[src/rtl/lowVoltPkg.sv]
package lowVoltPkg;

  typedef enum logic [1:0] {
    ST_LOCKED = 2'd0,
    ST_HOLD   = 2'd1,
    ST_READY  = 2'd2
  } lvState_t;

  typedef struct packed {
    logic clear;
    logic inc;
  } cntCmd_t;

endpackage

[src/rtl/lowVoltDatapath.sv]
module lowVoltDatapath
  import lowVoltPkg::*;
#(
  parameter int HOLD_CYCLES = 1000,
  parameter int SYNC_STAGES = 2
) (
  input  logic    clk,
  input  logic    rstN,
  input  logic    supplyGoodRaw,
  input  cntCmd_t cmd,
  output logic    supplyGood,
  output logic    cntDone
);

  localparam int CNT_W = (HOLD_CYCLES > 2) ? $clog2(HOLD_CYCLES) : 1;
  localparam logic [CNT_W-1:0] CNT_LAST = CNT_W'(HOLD_CYCLES - 1);

  logic [SYNC_STAGES-1:0] syncChain;
  logic [CNT_W-1:0]       holdCnt;

  // supply flag synchronizer, stage count chosen by parameter
  always_ff @(posedge clk or negedge rstN) begin
    if (!rstN) syncChain[0] <= 1'b0;
    else       syncChain[0] <= supplyGoodRaw;
  end

  for (genvar s = 1; s < SYNC_STAGES; s++) begin : g_sync
    always_ff @(posedge clk or negedge rstN) begin
      if (!rstN) syncChain[s] <= 1'b0;
      else       syncChain[s] <= syncChain[s-1];
    end
  end

  assign supplyGood = syncChain[SYNC_STAGES-1];

  // hold-off counter
  always_ff @(posedge clk or negedge rstN) begin
    if (!rstN)          holdCnt <= '0;
    else if (cmd.clear) holdCnt <= '0;
    else if (cmd.inc)   holdCnt <= holdCnt + 1'b1;
  end

  assign cntDone = (holdCnt == CNT_LAST);

  assert_cnt_bound_R3: assert property (@(posedge clk) disable iff (!rstN)
    holdCnt <= CNT_LAST);

  assert_cnt_restart_R6: assert property (@(posedge clk) disable iff (!rstN)
    cmd.clear |=> (holdCnt == '0));

endmodule

[src/rtl/lowVoltCtrl.sv]
module lowVoltCtrl
  import lowVoltPkg::*;
(
  input  logic    clk,
  input  logic    rstN,
  input  logic    supplyGood,
  input  logic    cntDone,
  output cntCmd_t cmd,
  output logic    ready
);

  lvState_t state, nextState;

  always_ff @(posedge clk or negedge rstN) begin
    if (!rstN) state <= ST_LOCKED;
    else       state <= nextState;
  end

  always_comb begin
    nextState = state;
    cmd       = '0;
    unique case (state)
      ST_LOCKED: begin
        if (supplyGood) begin
          nextState = ST_HOLD;
          cmd.clear = 1'b1;
        end
      end
      ST_HOLD: begin
        if (!supplyGood)  nextState = ST_LOCKED;
        else if (cntDone) nextState = ST_READY;
        else              cmd.inc   = 1'b1;
      end
      ST_READY: begin
        if (!supplyGood) nextState = ST_LOCKED;
      end
      default: nextState = ST_LOCKED;
    endcase
  end

  assign ready = (state == ST_READY);

  assert_release_R3: assert property (@(posedge clk) disable iff (!rstN)
    (state == ST_HOLD && supplyGood && cntDone) |=> (state == ST_READY));

  assert_no_early_release_R3: assert property (@(posedge clk) disable iff (!rstN)
    (state == ST_HOLD && !cntDone) |=> (state != ST_READY));

  assert_dip_restart_R6: assert property (@(posedge clk) disable iff (!rstN)
    (state != ST_LOCKED && !supplyGood) |=> (state == ST_LOCKED));

endmodule

[src/rtl/lowVoltLockout.sv]
module lowVoltLockout
  import lowVoltPkg::*;
#(
  parameter int HOLD_CYCLES = 1000,
  parameter int SYNC_STAGES = 2
) (
  input  logic clk,
  input  logic rstN,
  input  logic supplyGoodRaw,
  input  logic hostCe,
  input  logic hostWe,
  input  logic hostOe,
  output logic lockoutN,
  output logic arrayCe,
  output logic arrayWe,
  output logic arrayOe
);

  cntCmd_t cntCmd;
  logic    supplyGood;
  logic    cntDone;
  logic    ready;
  logic    accessEn;

  lowVoltDatapath #(
    .HOLD_CYCLES(HOLD_CYCLES),
    .SYNC_STAGES(SYNC_STAGES)
  ) datapath_i (
    .clk          (clk),
    .rstN         (rstN),
    .supplyGoodRaw(supplyGoodRaw),
    .cmd          (cntCmd),
    .supplyGood   (supplyGood),
    .cntDone      (cntDone)
  );

  lowVoltCtrl ctrl_i (
    .clk       (clk),
    .rstN      (rstN),
    .supplyGood(supplyGood),
    .cntDone   (cntDone),
    .cmd       (cntCmd),
    .ready     (ready)
  );

  // a falling supply flag cuts access in the same cycle it is seen
  assign accessEn = ready & supplyGood;
  assign lockoutN = accessEn;
  assign arrayCe  = hostCe & accessEn;
  assign arrayWe  = hostCe & hostWe & accessEn;
  assign arrayOe  = hostCe & hostOe & accessEn;

  assert_gate_R2: assert property (@(posedge clk) disable iff (!rstN)
    !supplyGood |-> !(arrayCe || arrayWe || arrayOe) && !lockoutN);

  assert_hold_high_R4: assert property (@(posedge clk) disable iff (!rstN)
    $fell(lockoutN) |-> !supplyGood);

  assert_write_abort_R8: assert property (@(posedge clk) disable iff (!rstN)
    !lockoutN |-> !arrayWe);

  always_comb begin
    if (rstN) assert_pass_R7: assert (!lockoutN || (arrayCe == hostCe));
  end

endmodule

[config.mk]
export PLATFORM = sky130hd
export DESIGN_NAME = lowVoltLockout
export DESIGN_NICKNAME = d
export VERILOG_FILES = /design/src/rtl/lowVoltPkg.sv /design/src/rtl/lowVoltDatapath.sv /design/src/rtl/lowVoltCtrl.sv /design/src/rtl/lowVoltLockout.sv
export SDC_FILE = /design/constraint.sdc
export NUM_CORES = 1
export LEC_CHECK = 0
export ABC_CLOCK_PERIOD_IN_PS = 2400
export BUFFER_PORTS_ARGS = -buffer_cell sky130_fd_sc_hd__buf_2
export CORE_AREA = 2 2 39 41
export CTS_BUF_LIST = sky130_fd_sc_hd__clkbuf_16
export DETAILED_ROUTE_END_ITERATION = 6
export DIE_AREA = 0 0 41 43
export GPL_ROUTABILITY_DRIVEN = 0
export PLACE_DENSITY = 0.74
export SLEW_MARGIN = 5
export SYNTH_ARGS = -nofsm -noshare
export SYNTH_HDL_FRONTEND = slang
export SYNTH_SLANG_ARGS = --single-unit
export TNS_END_PERCENT = 20
[constraint.sdc]
create_clock -name clk -period 2.4 [get_ports clk]
set_input_delay 0.12 -clock clk [delete_from_list [all_inputs] [get_ports clk]]
set_output_delay 0.12 -clock clk [all_outputs]
set_load 0.02 [all_outputs]
==> out/results.ini, run 1 <==
[outcome]
status = finished clean

[cts]
h-tree-depth = 1
clk_latency_ps = 240
post_cts.repair.setup_buffers = 0
cts_tree = built
cts_num_sinks = 14
cts.clk_slew.worst_paths_ps = 40
clock_path_buffers = 2
cts_root_buf = clkbuf_16
cts_buffers = 3

[detailed_routing]
drtIter0Drc = 8
avgRoutedWirePerCell_um = 14.7
postRouteAntennaNets = 0
routed_wl_mm = 1.39
drc = 0
via_per_inst = 5.88
vias = 559
firstDrtPassIters = 4

[layout]
antennaDiodeCount = 0
design_area_sq_um = 852
final_nets = 87
drive_gt1_share_pct = 21.5
area_delta_synth_final_pct = 22.0

[flow_run]
max-cap-violations = 0

[sta]
worst_pin_slew_ps = 691
drv_slew = 0
clock.fmax_mhz = 624
fin_crit_ps = 1600
max_slew_margin_pct = 53.7
finalSetupViolCount = 0
skew_ps = 1.14
hold_viol_final = 0
min_period_over_period_pct = 66.7
rsz0062_at_grt = false
fin_setup_tns_ps = 0

[worst_setup_path]
regToRegSetupSlack_ps = 800
critPathKind = reg -> reg
worstPathMaxFanout = 5
start_kind = flip-flop
cp_data_required_time_ps = 2520
arrival_ps = 1730
worstSetupEndpointType = flip-flop

[logic_synthesis]
synth_common_cells = dfrtp_1 (14), nor2_1 (8), xor2_1 (6)
async_reset_ff_share_pct = 100
synth_top_area_share_pct = 50.2
ys_ff_latch = 14
synth_area_leader_cell = dfrtp_1
synth_cell_types = 26
synth_area_per_cell_sq_um = 10.6
yosysSeqAreaShare_pct = 50.2
syn-instance-count = 66
synth_nets = 73
synth.most_common_cell = dfrtp_1
ys.flop_type = dfrtp_1
synth.area.top_cells = dfrtp_1 (50%), xor2_1 (7.5%), nand4_1 (4.5%)
syn_area_sq_um = 698
yosys_warnings = 0
synth_edf_count = 0

[global_route]
grt_pass1_wl_mm = 2.24
gr-total-overflow = 0
antenna_found_initial = 0
grt_pass1_vias = 504
grt_max_degree = 15
grt.total_usage_pct = 19.8

[placement]
place_hpwl_um = 890
dpl_cell_area_sq_um = 753
port_buffers = 9

[min_path]
min_path_type = in -> async

[die]
core_sq_um = 1380
rows = 14
start_util_pct = 50.5
pin_count = 10
die_x_um = 41
dieArea_sq_um = 1760
die_y_um = 43

[power_and_ir_drop]
max-vdd-ir-drop_mv = 0.493
p_sw_share_pct = 21.2
clkPwrFrac_pct = 48.6
intPower_mw = 0.500
comb_power_share_pct = 9.0
switchingPower_mw = 0.135
pwr-share-seq_pct = 42.4
power_density_nw_per_um2 = 745
leakage_nw = 0.422

-- flip-flops by register name, summed over array words and instances, names as in the netlist --
name and flops:
ctrl_i.state 2, datapath_i.syncChain 1, datapath_i.holdCnt 10, datapath_i.supplyGood 1
-- per-stage QoR --
step | utilization (%) | power [mW] | worst slack [ps] | std cells | hold slack (ps)
2_1_floorplan | - | 0.306 | 908 | 66 | -176
3_3_place_gp | 54.4 | 0.322 | 856 | 89 | 23.4
3_5_place_dp | 54.4 | 0.325 | 815 | 89 | 26.9
4_1_cts | 61.6 | 0.639 | 798 | 95 | 310
5_1_grt | 61.6 | 0.662 | 720 | 95 | 332
6_report | 61.6 | 0.634 | 798 | 95 | 303
-- layout make-up --
class | count | area (sq um)
fillers | 116 | 532
flip-flops and latches | 14 | 350
multi-input cells | 49 | 334
clock buffers | 3 | 75.1
repair buffers | 11 | 65.1
well taps | 16 | 20.0
clock inverters | 1 | 3.75
inverters | 1 | 3.75
-- layout by cell type (no fill, tap or decap), types with 2 or more instances in the layout --
| cell | n |
|---|---|
| dfrtp_1 | 14 |
| buf_2 | 9 |
| nor2_1 | 8 |
| xor2_1 | 6 |
| nand2_1 | 5 |
| nand4_1 | 5 |
| and3_1 | 4 |
| and2_1 | 3 |
| clkbuf_16 | 3 |
| nand2b_1 | 2 |
| dlygate4sd3_1 | 2 |
-- metal layers --
metal | up-vias | routed length (um) | part of all wire, % | GRT usage (%)
li1 | 257 | - | - | -
met1 | 278 | 589 | 42 | 25.5
met2 | 20 | 717 | 52 | 29.7
met3 | 4 | 61 | 4.4 | 4.71
met4 | 0 | 23 | 1.7 | 10.0
met5 | - | 0 | 0 | 0
-- worst paths after layout --
path,from,to,cells after the start
max in group asynchronous,rstN,datapath_i.holdCnt[0],2
min reg2reg,datapath_i.syncChain[0],datapath_i.supplyGood,0
min,rstN,datapath_i.syncChain[0],2
min in group clk,datapath_i.syncChain[0],datapath_i.supplyGood,0
max,datapath_i.holdCnt[0],datapath_i.holdCnt[0],5
max reg2reg,datapath_i.holdCnt[0],datapath_i.holdCnt[0],5
-- power groups by stage --
stage / Sequential, mW / Combinational, mW / Clock, mW
3_3_place_gp: 0.270 / 0.0519 / 0
4_1_cts: 0.268 / 0.0580 / 0.313
6_report: 0.269 / 0.0573 / 0.308
5_1_grt: 0.271 / 0.0655 / 0.325
3_5_place_dp: 0.271 / 0.0541 / 0
2_1_floorplan: 0.268 / 0.0375 / 0
-- kinds of logic (layout without fill, tap and decap cells) --
logic type	after synthesis	after routing	share of synthesized area (%)
muxes	2	2	3.58
DFF	14	14	50.2
buffers and inverters	3	16	1.97
adders and majority gates	1	1	1.79
AOI/OAI and AO/OA	6	6	6.63
and+or+nand+nor	34	34	28.3
xor gates and xnor gates	6	6	7.53
-- what timing repair did --
item	CTS	global route
hold endpoints to repair	15	0
gates resized for setup	0	0
hold buffers	2	0
-- worst max-delay path: stages (launching register included) --
cell and delay [ps]:
dfrtp_1 400, ha_1 240, and2_1 220, a41oi_2 290, nor2_2 60, mux2_4 280
Note: power is estimated with default switching activity, not from simulation.
==> inputs of run 2 (changes only) <==
ABC_CLOCK_PERIOD_IN_PS = 1400   (was 2400)
CORE_AREA = not set   (was 2 2 39 41)
CORE_UTILIZATION = 48   (was not set)
DIE_AREA = not set   (was 0 0 41 43)
PLACE_DENSITY = 0.71   (was 0.74)
clock period = 1.4 ns   (was 2.4 ns; I/O delays follow)
==> out/results.ini, run 2 (synthesis gave the netlist of run 1 again) <==
[outcome]
status = finished clean

[layout]
final_util_pct = 71.1  ; +9.5 points
largest_reg_flops = 10  ; unchanged
layout_commonest_cell = dfrtp_1
final_nets = 97  ; +11%
largest-register = datapath_i.holdCnt
area_delta_synth_final_pct = 35.8
n_fill_cell = 88  ; -24%
antennaDiodeCount = 0  ; unchanged
final_cells = 104  ; +9.5%
seq_area_sq_um = 350  ; unchanged
largestRegisters = datapath_i.holdCnt (10), ctrl_i.state (2)
drive_gt1_share_pct = 33.7  ; +12 points
mostFrequentLayoutCells = dfrtp_1 (14), buf_2 (9), buf_4 (9)
design_area_sq_um = 948  ; +11%
multiInputGateArea_sq_um = 353  ; +5.6%

[min_path]
min_path_type = in -> async

[die]
pin_count = 10  ; unchanged
core_sq_um = 1330  ; -3.6%
dieArea_sq_um = 1610  ; -8.6%
start_util_pct = 52.3  ; +1.9 points
die_y_um = 40.1  ; -6.7%
rows = 13  ; -1
die_x_um = 40.1  ; -2.1%

[global_route]
grt.total_usage_pct = 21.8  ; +2.0 points
grt_max_degree = 15  ; unchanged
grt_pass1_vias = 517  ; +2.6%
gr-total-overflow = 0  ; unchanged
grt_pass1_wl_mm = 2.17  ; -2.8%
antenna_found_initial = 0  ; unchanged

[worst_setup_path]
worstPathMaxFanout = 3  ; -2
reg2reg_from = datapath_i.holdCnt[1]
worstSetupEndpointType = flip-flop
reg2reg_depth = 5  ; unchanged
regToRegSetupSlack_ps = 30  ; -770 ps
worst_r2r_endpoint = datapath_i.holdCnt[0]
start_kind = flip-flop
critPathKind = reg -> reg
cp_data_required_time_ps = 1530  ; -990 ps
arrival_ps = 1500  ; -230 ps

[placement]
pre_cts_ws_ps = -24.0  ; -839 ps
port_buffers = 9  ; unchanged
place_hpwl_um = 929  ; +4.3%
dpl_cell_area_sq_um = 818  ; +8.6%
dp_cells = 95  ; +6.7%

[sta]
fin_crit_ps = 1370  ; -229 ps
drv_slew = 0  ; unchanged
rsz0062_at_grt = true
clock.fmax_mhz = 729  ; +17%
fin_hold_ws_ps = 258  ; -45.3 ps
finalSetupViolCount = 0  ; unchanged
min_period_over_period_pct = 98.0  ; +31 points
max_slew_margin_pct = 78.5  ; +25 points
hold_viol_final = 0  ; unchanged
worst_pin_slew_ps = 321  ; -370 ps
setup_slack_ps = 27.4  ; -771 ps
fin_setup_tns_ps = 0  ; unchanged
skew_ps = 2.98  ; +1.84 ps

[cts]
clk_latency_ps = 240  ; about the same
h-tree-depth = 1  ; unchanged
clock_path_buffers = 2  ; unchanged
cts_root_buf = clkbuf_16
cts_buffers = 3  ; unchanged
cts_num_sinks = 14  ; unchanged
cts_tree = built
cts.clk_slew.worst_paths_ps = 50  ; about the same

[detailed_routing]
drc = 0  ; unchanged
routed_wl_mm = 1.33  ; -4.6%
via_per_inst = 5.56  ; -5.5%
vias = 578  ; +3.4%
postRouteAntennaNets = 0  ; unchanged
drtIter0Drc = 13  ; +5
firstDrtPassIters = 4  ; unchanged
avgRoutedWirePerCell_um = 12.8  ; -13%

[flow_run]
max-cap-violations = 0  ; unchanged

[power_and_ir_drop]
design_power_total_mw = 1.15  ; +82%
leakage_nw = 0.475  ; +13%
max-vdd-ir-drop_mv = 1.02  ; +110%
power_density_nw_per_um2 = 1220  ; +64%

## run 2: cell count changes in the layout (fill, tap and decap cells not counted), sizes merged
cell  previous run  this run
buf              9        19
## run 2: power breakdown
group	switching, mW	internal [mW]
sequential	0.0235	0.434
clock	0.163	0.377
combinational	0.0675	0.0900
total	0.254	0.901
## run 2: per-layer routing
metal	part of all wire (%)	global-route usage (%)	vias up
li1	-	-	282
met1	45	25.6	285
met2	51	34.7	8
met3	3.5	10.0	3
met4	1.4	7.76	0
met5	0	0	-
## run 2: what timing repair did
| item | in CTS | in global routing |
|---|---|---|
| setup endpoints to repair | 1 | 1 |
| setup buffers | 3 | 0 |
| hold endpoints to repair | 15 | 0 |
| hold buffers | 2 | 0 |
| resized for setup | 1 | 2 |
| pin swaps | 2 | 1 |
## run 2: cell type report
class | instances | area share, %
timing repair buffer | 21 | 15.2
sequential | 14 | 36.9
tap | 15 | 1.98
clock buffer | 3 | 7.92
inverter | 1 | 0.396
clock inverter | 1 | 0.396
multi-input combinational | 49 | 37.2
## run 2: worst max-delay path by stage
stage                                     start                     to  slack [ps]  depth (start not counted)
final                     datapath_i.holdCnt[1]  datapath_i.holdCnt[0]          30                          5
after global routing      datapath_i.holdCnt[0]  datapath_i.holdCnt[0]          -9                          5
after CTS                 datapath_i.holdCnt[1]  datapath_i.holdCnt[0]         -20                          5
after detailed placement  datapath_i.holdCnt[0]  datapath_i.holdCnt[0]         -20                          5
after global placement    datapath_i.holdCnt[0]  datapath_i.holdCnt[0]          40                          5
after floorplan           datapath_i.holdCnt[0]  datapath_i.holdCnt[0]          10                          5
## run 2: critical path: stages, from the launching register on
cell and delay [ps]:
dfrtp_1 380, ha_2 200, and2_4 160, a41oi_4 190, nor2_2 60, mux2_4 260
==> inputs of run 3 (changes only) <==
BUFFER_PORTS_ARGS = -buffer_cell sky130_fd_sc_hd__buf_4   (was -buffer_cell sky130_fd_sc_hd__buf_2)
CTS_CLUSTER_DIAMETER = 200   (was not set)
==> out/results.ini, run 3 (synthesis gave the netlist of run 1 again) <==
[cts]
cts.clk_slew.worst_paths_ps = 40  ; about the same
cts_buffers = 3  ; unchanged
cts_tree = built
clock_path_buffers = 2  ; unchanged
cts_num_sinks = 14  ; unchanged
clk_latency_ps = 240  ; about the same
cts_root_buf = clkbuf_16
h-tree-depth = 1  ; unchanged

[layout]
largest_reg_flops = 10  ; unchanged
area_delta_synth_final_pct = 38.2
mostFrequentLayoutCells = buf_4 (19), dfrtp_1 (14), nor2_1 (8)
largestRegisters = datapath_i.holdCnt (10), ctrl_i.state (2)
layout_commonest_cell = buf_4
drive_gt1_share_pct = 32.6  ; -1.1 points
n_fill_cell = 100  ; +14%
final_cells = 104  ; unchanged
final_nets = 97  ; unchanged
largest-register = datapath_i.holdCnt
antennaDiodeCount = 0  ; unchanged

[worst_setup_path]
cp_data_required_time_ps = 1530  ; about the same
critPathKind = reg -> reg
cp_cell_sequence = ha_2, and2_4, a41oi_4, nor2_2, mux2_4
slowest_stage = dfrtp_1
slowest_delay_ps = 390  ; about the same
arrival_ps = 1530  ; +30 ps
worstPathMaxFanout = 3  ; unchanged
regToRegSetupSlack_ps = -6  ; -30 ps
start_kind = flip-flop
worstSetupEndpointType = flip-flop

[die]
die_x_um = 40.1  ; unchanged
pin_count = 10  ; unchanged
core_sq_um = 1330  ; unchanged
dieArea_sq_um = 1610  ; unchanged
start_util_pct = 52.3  ; unchanged
die_y_um = 40.1  ; unchanged
rows = 13  ; unchanged

[sta]
fin_crit_ps = 1410  ; +33.9 ps
finalSetupViolCount = 1  ; +1
drv_slew = 0  ; unchanged
fin_hold_ws_ps = 217  ; -40.4 ps
clock.fmax_mhz = 711  ; -2.4%
fin_setup_tns_ps = -6.46  ; -6.46 ps
rsz0062_at_grt = true
setup_slack_ps = -6.46  ; -33.9 ps
worst_pin_slew_ps = 300  ; -20.3 ps
min_period_over_period_pct = 100  ; +2.4 points
hold_viol_final = 0  ; unchanged
max_slew_margin_pct = 79.9  ; +1.4 points
skew_ps = 0.577  ; -2.40 ps

[global_route]
grt_pass1_wl_mm = 2.07  ; -4.7%
grt_pass1_vias = 501  ; -3.1%
grt.total_usage_pct = 20.9  ; -0.88 points
grt_max_degree = 15  ; unchanged
gr-total-overflow = 0  ; unchanged
antenna_found_initial = 0  ; unchanged

[detailed_routing]
via_per_inst = 5.52  ; -0.69%
avgRoutedWirePerCell_um = 13.9  ; +8.7%
firstDrtPassIters = 4  ; unchanged
vias = 574  ; -0.69%
drtIter0Drc = 4  ; -9
routed_wl_mm = 1.44  ; +8.7%
drc = 0  ; unchanged
postRouteAntennaNets = 0  ; unchanged

[placement]
dp_cells = 96  ; +1.1%
place_hpwl_um = 994  ; +7.0%
port_buffers = 9  ; unchanged

[power_and_ir_drop]
design_power_total_mw = 1.15  ; -0.44%
leakage_nw = 0.477  ; +0.47%
power_density_nw_per_um2 = 1190  ; -2.1%
max-vdd-ir-drop_mv = 0.916  ; -9.8%

[outcome]
violations = setup timing
status = complete, but fails checks

[min_path]
min_path_type = in -> async

[flow_run]
max-cap-violations = 0  ; unchanged

run 3: cell types whose count changed in the layout (fill, tap and decap cells not counted):
cell	before	now
buf_6	1	0
buf_4	9	19
buf_2	9	0
nor2_1	7	8
nor2_2	2	1
run 3: layout make-up:
type | count | area, sq um | share of cell area (%)
Clock buffer | 3 | 75.1 | 7.78
Tap cell | 15 | 18.8 | 1.95
Multi-Input combinational cell | 49 | 350 | 36.3
Inverter | 1 | 3.75 | 0.389
Timing Repair Buffer | 21 | 163 | 16.9
Clock inverter | 1 | 3.75 | 0.389
Sequential cell | 14 | 350 | 36.3
run 3: routing by layer:
metal / vias up / part of all wire (%) / global-route usage (%)
met1: 279 / 43 / 23.0
met5: - / 0 / 0
met2: 9 / 51 / 33.5
met4: 0 / 3.4 / 15.5
met3: 8 / 2.8 / 6.67
li1: 278 / - / -
run 3: where the power goes:
group          switching (mW)  internal [mW]  total [mW]
clock network           0.158          0.377       0.535
registers              0.0245          0.434       0.458
logic                  0.0673         0.0888       0.156
run 3: path summary, 6_finish.rpt:
path / depth (start not counted) / endpoint / start
hold / removal: 2 / datapath_i.holdCnt[7] / rstN
min in group clk: 0 / datapath_i.supplyGood / datapath_i.syncChain[0]
max in group asynchronous: 2 / ctrl_i.state[0] / rstN
hold reg to reg: 0 / datapath_i.supplyGood / datapath_i.syncChain[0]
setup reg to reg: 5 / datapath_i.holdCnt[0] / datapath_i.holdCnt[0]
setup / recovery: 5 / datapath_i.holdCnt[0] / datapath_i.holdCnt[0]
run 3: through the flow:
stage                     area, sq um  setup slack (ps)  utilization, %
after floorplan                   712              10.5               -
after global placement            848              68.1            63.6
after detailed placement          848              38.7            63.6
after CTS                         947              5.57            71.0
after global routing              965             -52.6            72.3
final                             965             -6.46            72.3
run 3: timing repair:
item                                   in CTS  in global routing
setup endpoints to repair                   0                  1
setup buffers                               0                  2
endpoints found under the hold margin      15                  0
hold buffers                                2                  0
resized for setup                           0                  1
run 3: worst max-delay path: cells and delay by family (launching register included):
kind,cells,cell delay [ps]
fa+ha+maj,1,190
simple gates,2,230
compound gates,1,220
flops,1,390
mux,1,260
